File: config.mk
export PLATFORM = sky130hd
export DESIGN_NAME = mdio_master
export DESIGN_NICKNAME = d
export VERILOG_FILES = /design/src/rtl/mdio_master_pkg.sv /design/src/rtl/mdio_mdc_gen.sv /design/src/rtl/mdio_frame_seq.sv /design/src/rtl/mdio_master.sv
export SDC_FILE = /design/constraint.sdc
export NUM_CORES = 1
export LEC_CHECK = 0
export ABC_AREA = 0
export CAP_MARGIN = 20
export CORE_MARGIN = 2
export CORE_UTILIZATION = 40
export CTS_CLUSTER_SIZE = 28
export DETAILED_ROUTE_END_ITERATION = 10
export DONT_BUFFER_PORTS = 1
export GPL_TIMING_DRIVEN = 0
export PLACE_DENSITY_LB_ADDON = 0.08
export SLEW_MARGIN = 30
export SYNTH_ARGS = -nofsm -noshare
export SYNTH_HDL_FRONTEND = slang
export SYNTH_SLANG_ARGS = --single-unit
File: constraint.sdc
create_clock -name clk -period 6.2 [get_ports clk]
set_input_delay 1.24 -clock clk [delete_from_list [all_inputs] [get_ports clk]]
set_output_delay 1.24 -clock clk [all_outputs]
set_load 0.01 [all_outputs]
File: src/rtl/mdio_master_pkg.sv
// Shared definitions for the MDIO management master.
// Holds the register select codes and the read opcode value.
package mdio_master_pkg;

    typedef enum logic [1:0] {
        SEL_FRAME = 2'd0,
        SEL_SPEED = 2'd1,
        SEL_EVENT = 2'd2,
        SEL_NONE  = 2'd3
    } reg_sel_e;

    localparam logic [1:0] OP_READ = 2'b10;

endpackage

File: src/rtl/mdio_mdc_gen.sv
// MDC divider for the MDIO master.
// While run is high, MDC toggles every half_div system clocks, starting low.
// The tick outputs flag the cycle before MDC rises or falls.
// Assumes half_div is non-zero and constant while run is high.
module mdio_mdc_gen #(
    parameter int DIV_W = 6
) (
    input  logic             clk,
    input  logic             rst_n,
    input  logic             run,
    input  logic [DIV_W-1:0] half_div,
    output logic             mdc,
    output logic             rise_tick,
    output logic             fall_tick
);

    logic [DIV_W-1:0] cnt_q;
    logic             wrap;

    assign wrap      = run && (cnt_q == half_div - DIV_W'(1));
    assign rise_tick = wrap && !mdc;
    assign fall_tick = wrap && mdc;

    // Half-period counter and MDC toggle; both are held at zero when stopped.
    always_ff @(posedge clk) begin
        if (!rst_n || !run) begin
            cnt_q <= '0;
            mdc   <= 1'b0;
        end else if (wrap) begin
            cnt_q <= '0;
            mdc   <= ~mdc;
        end else begin
            cnt_q <= cnt_q + DIV_W'(1);
        end
    end

    // MDC parks low once the divider stops.
    a_r2_mdc_parked: assert property (@(posedge clk) disable iff (!rst_n)
        !run |=> !mdc);

    // the counter never passes the half period.
    a_r2_cnt_bounded: assert property (@(posedge clk) disable iff (!rst_n)
        (run && half_div != '0) |-> (cnt_q < half_div));

endmodule

File: src/rtl/mdio_frame_seq.sv
// Frame sequencer for the MDIO master.
// On start it sends PRE_LEN preamble ones, then the frame word MSB first, one
// slot per MDC period, and advances when MDC falls. For a read opcode it
// releases the line from the turnaround slot and flags the data sample points.
// Assumes the ticks come from a divider that runs while busy is high.
module mdio_frame_seq
    import mdio_master_pkg::*;
#(
    parameter int PRE_LEN = 32,
    parameter int FRAME_W = 32,
    parameter int DATA_W  = 16
) (
    input  logic               clk,
    input  logic               rst_n,
    input  logic               start,
    input  logic [FRAME_W-1:0] frame_in,
    input  logic               rise_tick,
    input  logic               fall_tick,
    output logic               busy,
    output logic               done,
    output logic               line_out,
    output logic               line_oe,
    output logic               cap_valid
);

    localparam int TOTAL     = PRE_LEN + FRAME_W;
    localparam int SLOT_W    = $clog2(TOTAL);
    localparam int DATA_SLOT = TOTAL - DATA_W;
    localparam int TA_SLOT   = DATA_SLOT - 2;
    localparam int OP_HI     = FRAME_W - 3;

    logic [FRAME_W-1:0] shift_q;
    logic [SLOT_W-1:0]  slot_q;
    logic               busy_q;
    logic               read_q;
    logic               in_pre;
    logic               last;

    assign in_pre    = slot_q < SLOT_W'(PRE_LEN);
    assign last      = slot_q == SLOT_W'(TOTAL - 1);
    assign busy      = busy_q;
    assign done      = busy_q && fall_tick && last;
    assign line_out  = busy_q && (in_pre || shift_q[FRAME_W-1]);
    assign line_oe   = busy_q && !(read_q && slot_q >= SLOT_W'(TA_SLOT));
    assign cap_valid = busy_q && rise_tick && read_q && slot_q >= SLOT_W'(DATA_SLOT);

    // Slot counter and frame shifter; the frame only shifts after its own slots.
    always_ff @(posedge clk) begin
        if (!rst_n) begin
            busy_q  <= 1'b0;
            slot_q  <= '0;
            shift_q <= '0;
            read_q  <= 1'b0;
        end else if (start && !busy_q) begin
            busy_q  <= 1'b1;
            slot_q  <= '0;
            shift_q <= frame_in;
            read_q  <= frame_in[OP_HI -: 2] == OP_READ;
        end else if (busy_q && fall_tick) begin
            if (last) begin
                busy_q <= 1'b0;
                slot_q <= '0;
            end else begin
                slot_q <= slot_q + SLOT_W'(1);
            end
            if (!in_pre) begin
                shift_q <= {shift_q[FRAME_W-2:0], 1'b0};
            end
        end
    end

    // every preamble slot drives a one.
    a_r3_preamble_ones: assert property (@(posedge clk) disable iff (!rst_n)
        (busy_q && in_pre) |-> (line_oe && line_out));

    // the line is never driven while idle.
    a_r4_idle_released: assert property (@(posedge clk) disable iff (!rst_n)
        !busy_q |-> !line_oe);

    // the completion pulse ends the transaction.
    a_r6_done_ends: assert property (@(posedge clk) disable iff (!rst_n)
        done |=> !busy_q);

    // a start during a transaction leaves the direction unchanged.
    a_r10_start_ignored: assert property (@(posedge clk) disable iff (!rst_n)
        (busy_q && start) |=> $stable(read_q));

endmodule

File: src/rtl/mdio_master.sv
// MDIO management master top.
// Register port: select 0 frame/data word, 1 speed (S in bits 6..1),
// 2 event flag (bit 0, write one to clear). A frame write starts a
// transaction when idle, enabled and S != 0. Read data fills bits 15..0.
// Assumes a single-cycle write strobe and combinational read data.
module mdio_master
    import mdio_master_pkg::*;
#(
    parameter int REG_W   = 32,
    parameter int DIV_W   = 6,
    parameter int DIV_LSB = 1,
    parameter int PRE_LEN = 32,
    parameter int DATA_W  = 16
) (
    input  logic             clk,
    input  logic             rst_n,
    input  logic             mgmt_en,
    input  logic             wr_en,
    input  logic [1:0]       wr_sel,
    input  logic [REG_W-1:0] wr_data,
    input  logic [1:0]       rd_sel,
    output logic [REG_W-1:0] rd_data,
    output logic             evt_o,
    output logic             mdc_o,
    input  logic             mdio_i,
    output logic             mdio_o,
    output logic             mdio_oe
);

    localparam int SPD_PAD = REG_W - DIV_W - DIV_LSB;

    logic [REG_W-1:0] frame_q;
    logic [DIV_W-1:0] spd_q;
    logic [DIV_W-1:0] spd_lat;
    logic             evt_q;
    logic             busy;
    logic             done;
    logic             cap_valid;
    logic             rise_tick;
    logic             fall_tick;
    logic             wr_frame;
    logic             accept;
    logic             clr_evt;

    assign wr_frame = wr_en && (wr_sel == SEL_FRAME);
    assign accept   = wr_frame && mgmt_en && !busy && (spd_q != '0);
    assign clr_evt  = wr_en && (wr_sel == SEL_EVENT) && wr_data[0];
    assign evt_o    = evt_q;

    // Frame register: loaded on an accepted write, low half filled by read data.
    always_ff @(posedge clk) begin
        if (!rst_n) begin
            frame_q <= '0;
        end else if (accept) begin
            frame_q <= wr_data;
        end else if (cap_valid) begin
            frame_q[DATA_W-1:0] <= {frame_q[DATA_W-2:0], mdio_i};
        end
    end

    // Speed register, plus the copy that a running transaction uses.
    always_ff @(posedge clk) begin
        if (!rst_n) begin
            spd_q   <= '0;
            spd_lat <= '0;
        end else begin
            if (wr_en && wr_sel == SEL_SPEED) begin
                spd_q <= wr_data[DIV_LSB +: DIV_W];
            end
            if (accept) begin
                spd_lat <= spd_q;
            end
        end
    end

    // Sticky event flag; a completion wins over a clear in the same cycle.
    always_ff @(posedge clk) begin
        if (!rst_n) begin
            evt_q <= 1'b0;
        end else if (done) begin
            evt_q <= 1'b1;
        end else if (clr_evt) begin
            evt_q <= 1'b0;
        end
    end

    // Read data multiplexer.
    always_comb begin
        case (rd_sel)
            SEL_FRAME: rd_data = frame_q;
            SEL_SPEED: rd_data = {{SPD_PAD{1'b0}}, spd_q, {DIV_LSB{1'b0}}};
            SEL_EVENT: rd_data = {{(REG_W-1){1'b0}}, evt_q};
            default:   rd_data = '0;
        endcase
    end

    mdio_mdc_gen #(
        .DIV_W (DIV_W)
    ) mdc_gen_i (
        .clk       (clk),
        .rst_n     (rst_n),
        .run       (busy),
        .half_div  (spd_lat),
        .mdc       (mdc_o),
        .rise_tick (rise_tick),
        .fall_tick (fall_tick)
    );

    mdio_frame_seq #(
        .PRE_LEN (PRE_LEN),
        .FRAME_W (REG_W),
        .DATA_W  (DATA_W)
    ) frame_seq_i (
        .clk       (clk),
        .rst_n     (rst_n),
        .start     (accept),
        .frame_in  (wr_data),
        .rise_tick (rise_tick),
        .fall_tick (fall_tick),
        .busy      (busy),
        .done      (done),
        .line_out  (mdio_o),
        .line_oe   (mdio_oe),
        .cap_valid (cap_valid)
    );

    // a completion always leaves the event flag set.
    a_r6_done_sets_evt: assert property (@(posedge clk) disable iff (!rst_n)
        done |=> evt_q);

    // without a clear request the flag holds.
    a_r7_evt_sticky: assert property (@(posedge clk) disable iff (!rst_n)
        (evt_q && !clr_evt) |=> evt_q);

    // with S = 0 a frame write starts nothing.
    a_r8_zero_speed_holds: assert property (@(posedge clk) disable iff (!rst_n)
        (wr_frame && spd_q == '0 && !busy) |=> !busy);

    // with the enable low a frame write starts nothing.
    a_r9_disabled_holds: assert property (@(posedge clk) disable iff (!rst_n)
        (wr_frame && !mgmt_en && !busy) |=> !busy);

    // a frame write during a transaction leaves the stored word intact.
    a_r10_busy_write_ignored: assert property (@(posedge clk) disable iff (!rst_n)
        (busy && wr_frame && !cap_valid) |=> $stable(frame_q));

    // the divider in use cannot change mid-transaction.
    a_r11_divider_locked: assert property (@(posedge clk) disable iff (!rst_n)
        busy |=> $stable(spd_lat));

endmodule

Word-level counts from Yosys, hierarchy flattened
Cells that the tools add are included.

operators by class
  add/subtract/negate cells = 3
  $lt $le $gt $ge = 3
  equal/unequal tests = 8
  mux-type cells = 12
  bitwise gates (word level) = 2
  reduce and logical (&&, ||, !) cells = 36

operators with widths
  operator                                                               count
  32-bit 2-to-1 mux                                                      3
  32-bit one-hot mux with 3 select lines                                 1
  16-bit 2-to-1 mux                                                      2
  1-bit logical AND                                                      19
  6-bit by 1-bit adder with 6-bit output, second input constant          2
  6-bit greater-or-equal comparator, second input constant               2
  2-bit nonzero test                                                     4
  2-bit equality test, second input constant                             3
  6-bit equality test                                                    1
  6-bit equality test, second input constant                             1
  6-bit < comparator, second input constant                              1
  6-bit 2-to-1 mux                                                       1
  6-bit nonzero test                                                     1
  6-bit by 1-bit subtractor with 6-bit output, second input constant     1
  1-bit 2-to-1 mux                                                       5
  2-bit by 1-bit equality test with 1-bit output, second input constant  2
  1-bit logical NOT                                                      4
  2-bit logical NOT                                                      2
  2-bit AND reduction                                                    2
  2-bit OR reduction                                                     2
  1-bit logical OR                                                       2
  2-bit inequality test, second input constant                           1
  1-bit inverter                                                         2

storage, ports and cells
  register bits = 92
  input port bits = 41
  output and inout port bits = 36

Longest topological paths before layout
  depth in word-level cells = 9
  mapped depth = 9
  depth with buffers taken out = 7

Modules after synthesis
Synthesis repeated with hierarchy kept, for this count alone.

second synthesis, totals
  cells, all modules = 530
  area total of the unflattened synthesis = 4,564.4 µm²

modules (own cells, without submodules)
  module          times used  cells an instance  area each (µm²)  sequential area each (µm²)
  mdio_master     1           243                2,203.4          900.9
  mdio_frame_seq  1           235                1,900.6          800.8
  mdio_mdc_gen    1           52                 460.4            140.1

Worst setup path after synthesis
No wires, ideal clock.

  kind = input to output
  start point = in rd_sel[0]
  end point = out rd_data[10]
  data arrival time = 2.104 ns
  data required time = 4.960 ns
  path slack = 2.856 ns
  stages on the path = 4
  path buffers = 2
  cell sequence = clkbuf_1 > nor2_1 > clkbuf_1 > and2_1

on the way
  cells in the longest elaborated chain, start to end = 2
  elaborated cells on any way between the ends = 4
  classes of those cells = 2 x eq/ne; 1 x mux; 1 x reduce/logical

ends and longest elaborated chain
  what                                         line               RTL
  start, declared                              mdio_master.sv:21  input logic [1:0] rd_sel,
  2-bit equality test (tied with other cells)  mdio_master.sv:89  case (rd_sel)
  32-bit one-hot mux with 3 select lines (*)   mdio_master.sv:89
  end, declared                                mdio_master.sv:22  output logic [REG_W-1:0] rd_data,

Mark *: on every way between the ends. The rest lies on a longest branch, timed or not.

Worst setup path after layout
  start point = in rd_sel[0]
  end point = out rd_data[25]

The elaborated chain is that of the path after synthesis.

==> results.yml <==
outcome:
  status: "finished clean"
power_and_ir_drop:
  power.leakage_uw: 0.001618
  total_power_uw: 1257
  peakVddDrop_uv: 117.3
  power.density_nw_per_um2: 247.2
final_layout:
  fillers: 1135
  multi_input_area_sq_um: 2482
  final_common_cell: "dfxtp_1"
  syn_to_final_growth_pct: 10.79
  antennaDiodeCount: 0
  fin_area_sq_um: 5086
  drive_gt1_frac: 0.06952
  seqCellArea_sq_um: 1842
  final_cell_mix: "dfxtp_1, nand2_1, a31oi_1, nand4_1, o31ai_1"
  fin_nets: 600
placement:
  dp_hpwl_microns: 10050
  port_buffers: 0
  placed_area_sq_um: 4770
  routabilityCongestion: 0.8186
clocking:
  clk_latency_ns: 0.35
  ctsResizeCount: 0
  cts.sinks: 92
  numCtsBuffers: 9
  hold_buffers: 0
  root_buffer: "clkbuf_16"
  cts.reportedPaths.clkPinSlew_ns: 0.06
  htreeDepth: 3
  cts_tree: "done"
  max-clock-path-buffers: 2
  cts_setup_buffers: 0
setup_path:
  cp_data_required_time_ns: 4.96
  cp_cell_sequence: "clkbuf_1 -> nor2_1 -> clkbuf_1 -> and2_1"
  timing.rr.start: "spd_lat[0]$_SDFFE_PN0P_"
  cpLargestDelayFamily: "simple AND/OR/NAND/NOR gates"
  path_buf_inv: 2
  cp_slowest_cell: "nor2_1"
  crit_top_cell: "clkbuf_1"
  worstSetupStartpointType: "primary input"
  reg2reg_depth: 8
  cpPeakStageDelay_ns: 0.59
  criticalPathCategory: "primary input to primary output"
  worst_setup_path_end_kind: "primary output"
  regToRegSetupSlack_ns: 3.73
  worstPathMaxFanout: 10
  worst_ep_arrival_time_ns: 2.82
  rr_endpoint: "frame_q[12]$_SDFFE_PN0P_"
timing:
  finalHoldViolations: 0
  tightest_slew_ns: 0.7912
  clock_skew_ns: 0.007646
  fin_crit_sh: 0.6551
  finalSetupViolCount: 0
  fmax_mhz: 246.2
  setup_tns_ns: 0
  rsz0062_at_grt: "false"
  slew_violations: 0
  slew-limit-headroom: 0.4714
  hold_slack_ns: 0.4546
  period_needed_ns: 4.062
synthesis:
  syn_area_sq_um: 4591
  avgSynthCellArea_sq_um: 8.423
  synth-simple-area-share: 0.2189
  synthFlopType: "dfxtp_1"
  syn_nets: 589
  syn_inst: 545
  synth.distinct_cells: 48
  synthAdderAreaFrac: 0.008177
  yosys_warnings: 0
  synth_top_family_by_area: "compound AO/OA/AOI/OAI gates"
  synth_top_area_share: 0.4012
  synthMuxAreaShare: 0.03053
  yosys_register_bits: 92
  ys_seq_area_frac: 0.4012
  synth_xor_area_frac: 0.02099
  synth_edf_count: 0
  synth_compound_area_frac: 0.2622
  yosys.area.top_type: "dfxtp_1"
  yosys-top-cells-area: "dfxtp_1, o31ai_1, a31oi_1"
  synth-async-reset-ratio: 0
drt:
  drt-pass1-iter-count: 5
  route.detailed.drc: 0
  post_drt_wl_per_cell_microns: 20.03
  via_per_inst: 6.159
  num_vias: 4336
  drt_wl_total_microns: 14100
  ant_nets: 0
  drt-initial-drc-count: 237
floorplan:
  rows: 39
  ios: 77
  dieArea_sq_um: 12350
  core_sq_um: 11320
  floorplan.initialDensity: 0.4055
  die_x_microns: 111.1
  fp.dieH_microns: 111.1
global_routing:
  grtUsageTotal: 0.2274
  grt_pass1_vias: 4174
  antenna_found_initial: 0
  grt_start_max_net_pins: 16
  grt_pass1_wl_microns: 22360
  grt_overflow: 0
min_path:
  hold_depth: 2
  hold_class: "flop to flop"
  min_from: "frame_q[30]$_SDFFE_PN0P_"
  hold-path-endpoint: "frame_q[30]$_SDFFE_PN0P_"
run:
  cap_violations: 0
[sequential cells by signal, indices dropped and copies added (netlist names)]
register and cells:
frame_q 32, frame_seq_i.read_q 1, frame_seq_i.busy 1, frame_seq_i.slot_q 6
mdc_gen_i.cnt_q 6, spd_q 6, evt_o 1, frame_seq_i.shift_q 32
spd_lat 6, mdc_gen_i.mdc 1
[synth_stat cells (2+ instances only)]
cell,n
nor3_1,8
o21ai_0,36
ha_1,3
a21boi_1,6
nand2_1,57
a21boi_0,19
a31oi_1,49
and3_1,3
xor2_1,5
nor2b_1,6
inv_1,4
or4_1,3
o31ai_1,49
dfxtp_1,92
nand4b_1,2
mux2i_1,14
nor2_1,13
buf_6,2
nand4_1,49
buf_2,12
xnor2_1,6
and2_1,28
nor3b_1,3
nand3b_1,2
clkbuf_1,30
o21a_1,2
buf_1,7
a21oi_1,7
buf_4,4
nand2b_1,2
nand3_1,5
[where the power goes]
| group | switching, uW | total, uW | internal, uW |
|---|---|---|---|
| sequential | 6.56 | 606 | 600 |
| clock | 246 | 598 | 352 |
| combinational | 33.4 | 52.6 | 19.2 |
| total | 286 | 1260 | 971 |
[area by class of cell]
class | count | share of cell area
clock inverters | 7 | 0.01796
inverters | 4 | 0.002952
multi-input cells | 394 | 0.4881
flip-flops and latches | 92 | 0.3621
well taps | 143 | 0.03518
plain buffers | 55 | 0.04945
clock buffers | 9 | 0.04428
[stage by stage]
step	util	setup WS (ns)	std cells
after floorplan	-	2.856	545
after global placement	0.4213	2.100	688
after detailed placement	0.4213	2.054	688
after CTS	0.4493	2.052	704
after global routing	0.4493	2.033	704
final	0.4493	2.138	704
[worst max path at each step]
stage / startpoint / endpoint / slack [ns] / cells after the start
2_1_floorplan: rd_sel[0] / rd_data[10] / 2.86 / 4
3_3_place_gp: rd_sel[0] / rd_data[25] / 2.10 / 4
3_5_place_dp: rd_sel[0] / rd_data[25] / 2.05 / 4
4_1_cts: rd_sel[0] / rd_data[25] / 2.05 / 4
5_1_grt: rd_sel[0] / rd_data[25] / 2.03 / 4
6_report: rd_sel[0] / rd_data[25] / 2.14 / 4
[kinds of logic (layout without fill, tap and decap cells)]
| group | count (synthesis) | in the layout |
|---|---|---|
| compound gates | 179 | 179 |
| flops | 92 | 92 |
| mux | 14 | 14 |
| buf+inv | 59 | 75 |
| simple gates | 187 | 187 |
| xor+xnor | 11 | 11 |
| fa+ha+maj | 3 | 3 |
[worst reg2reg max path: cells and delay by family (launching register included)]
kind                       cells  cell delay (ns)
AOI/OAI and AO/OA              3             0.85
and+or+nand+nor                1             0.17
buffers and inverters          2             0.58
adders and majority gates      1             0.24
xor gates and xnor gates       1             0.14
DFF                            1             0.43
[layer usage]
layer	global-route usage	vias up	wire length, microns
met5	0	-	0
met4	0.07819	0	240
met3	0.04593	18	830
met2	0.3464	150	6238
met1	0.3214	2091	6788
li1	-	2077	-
No activity file was read; power rests on OpenSTA's default activity.
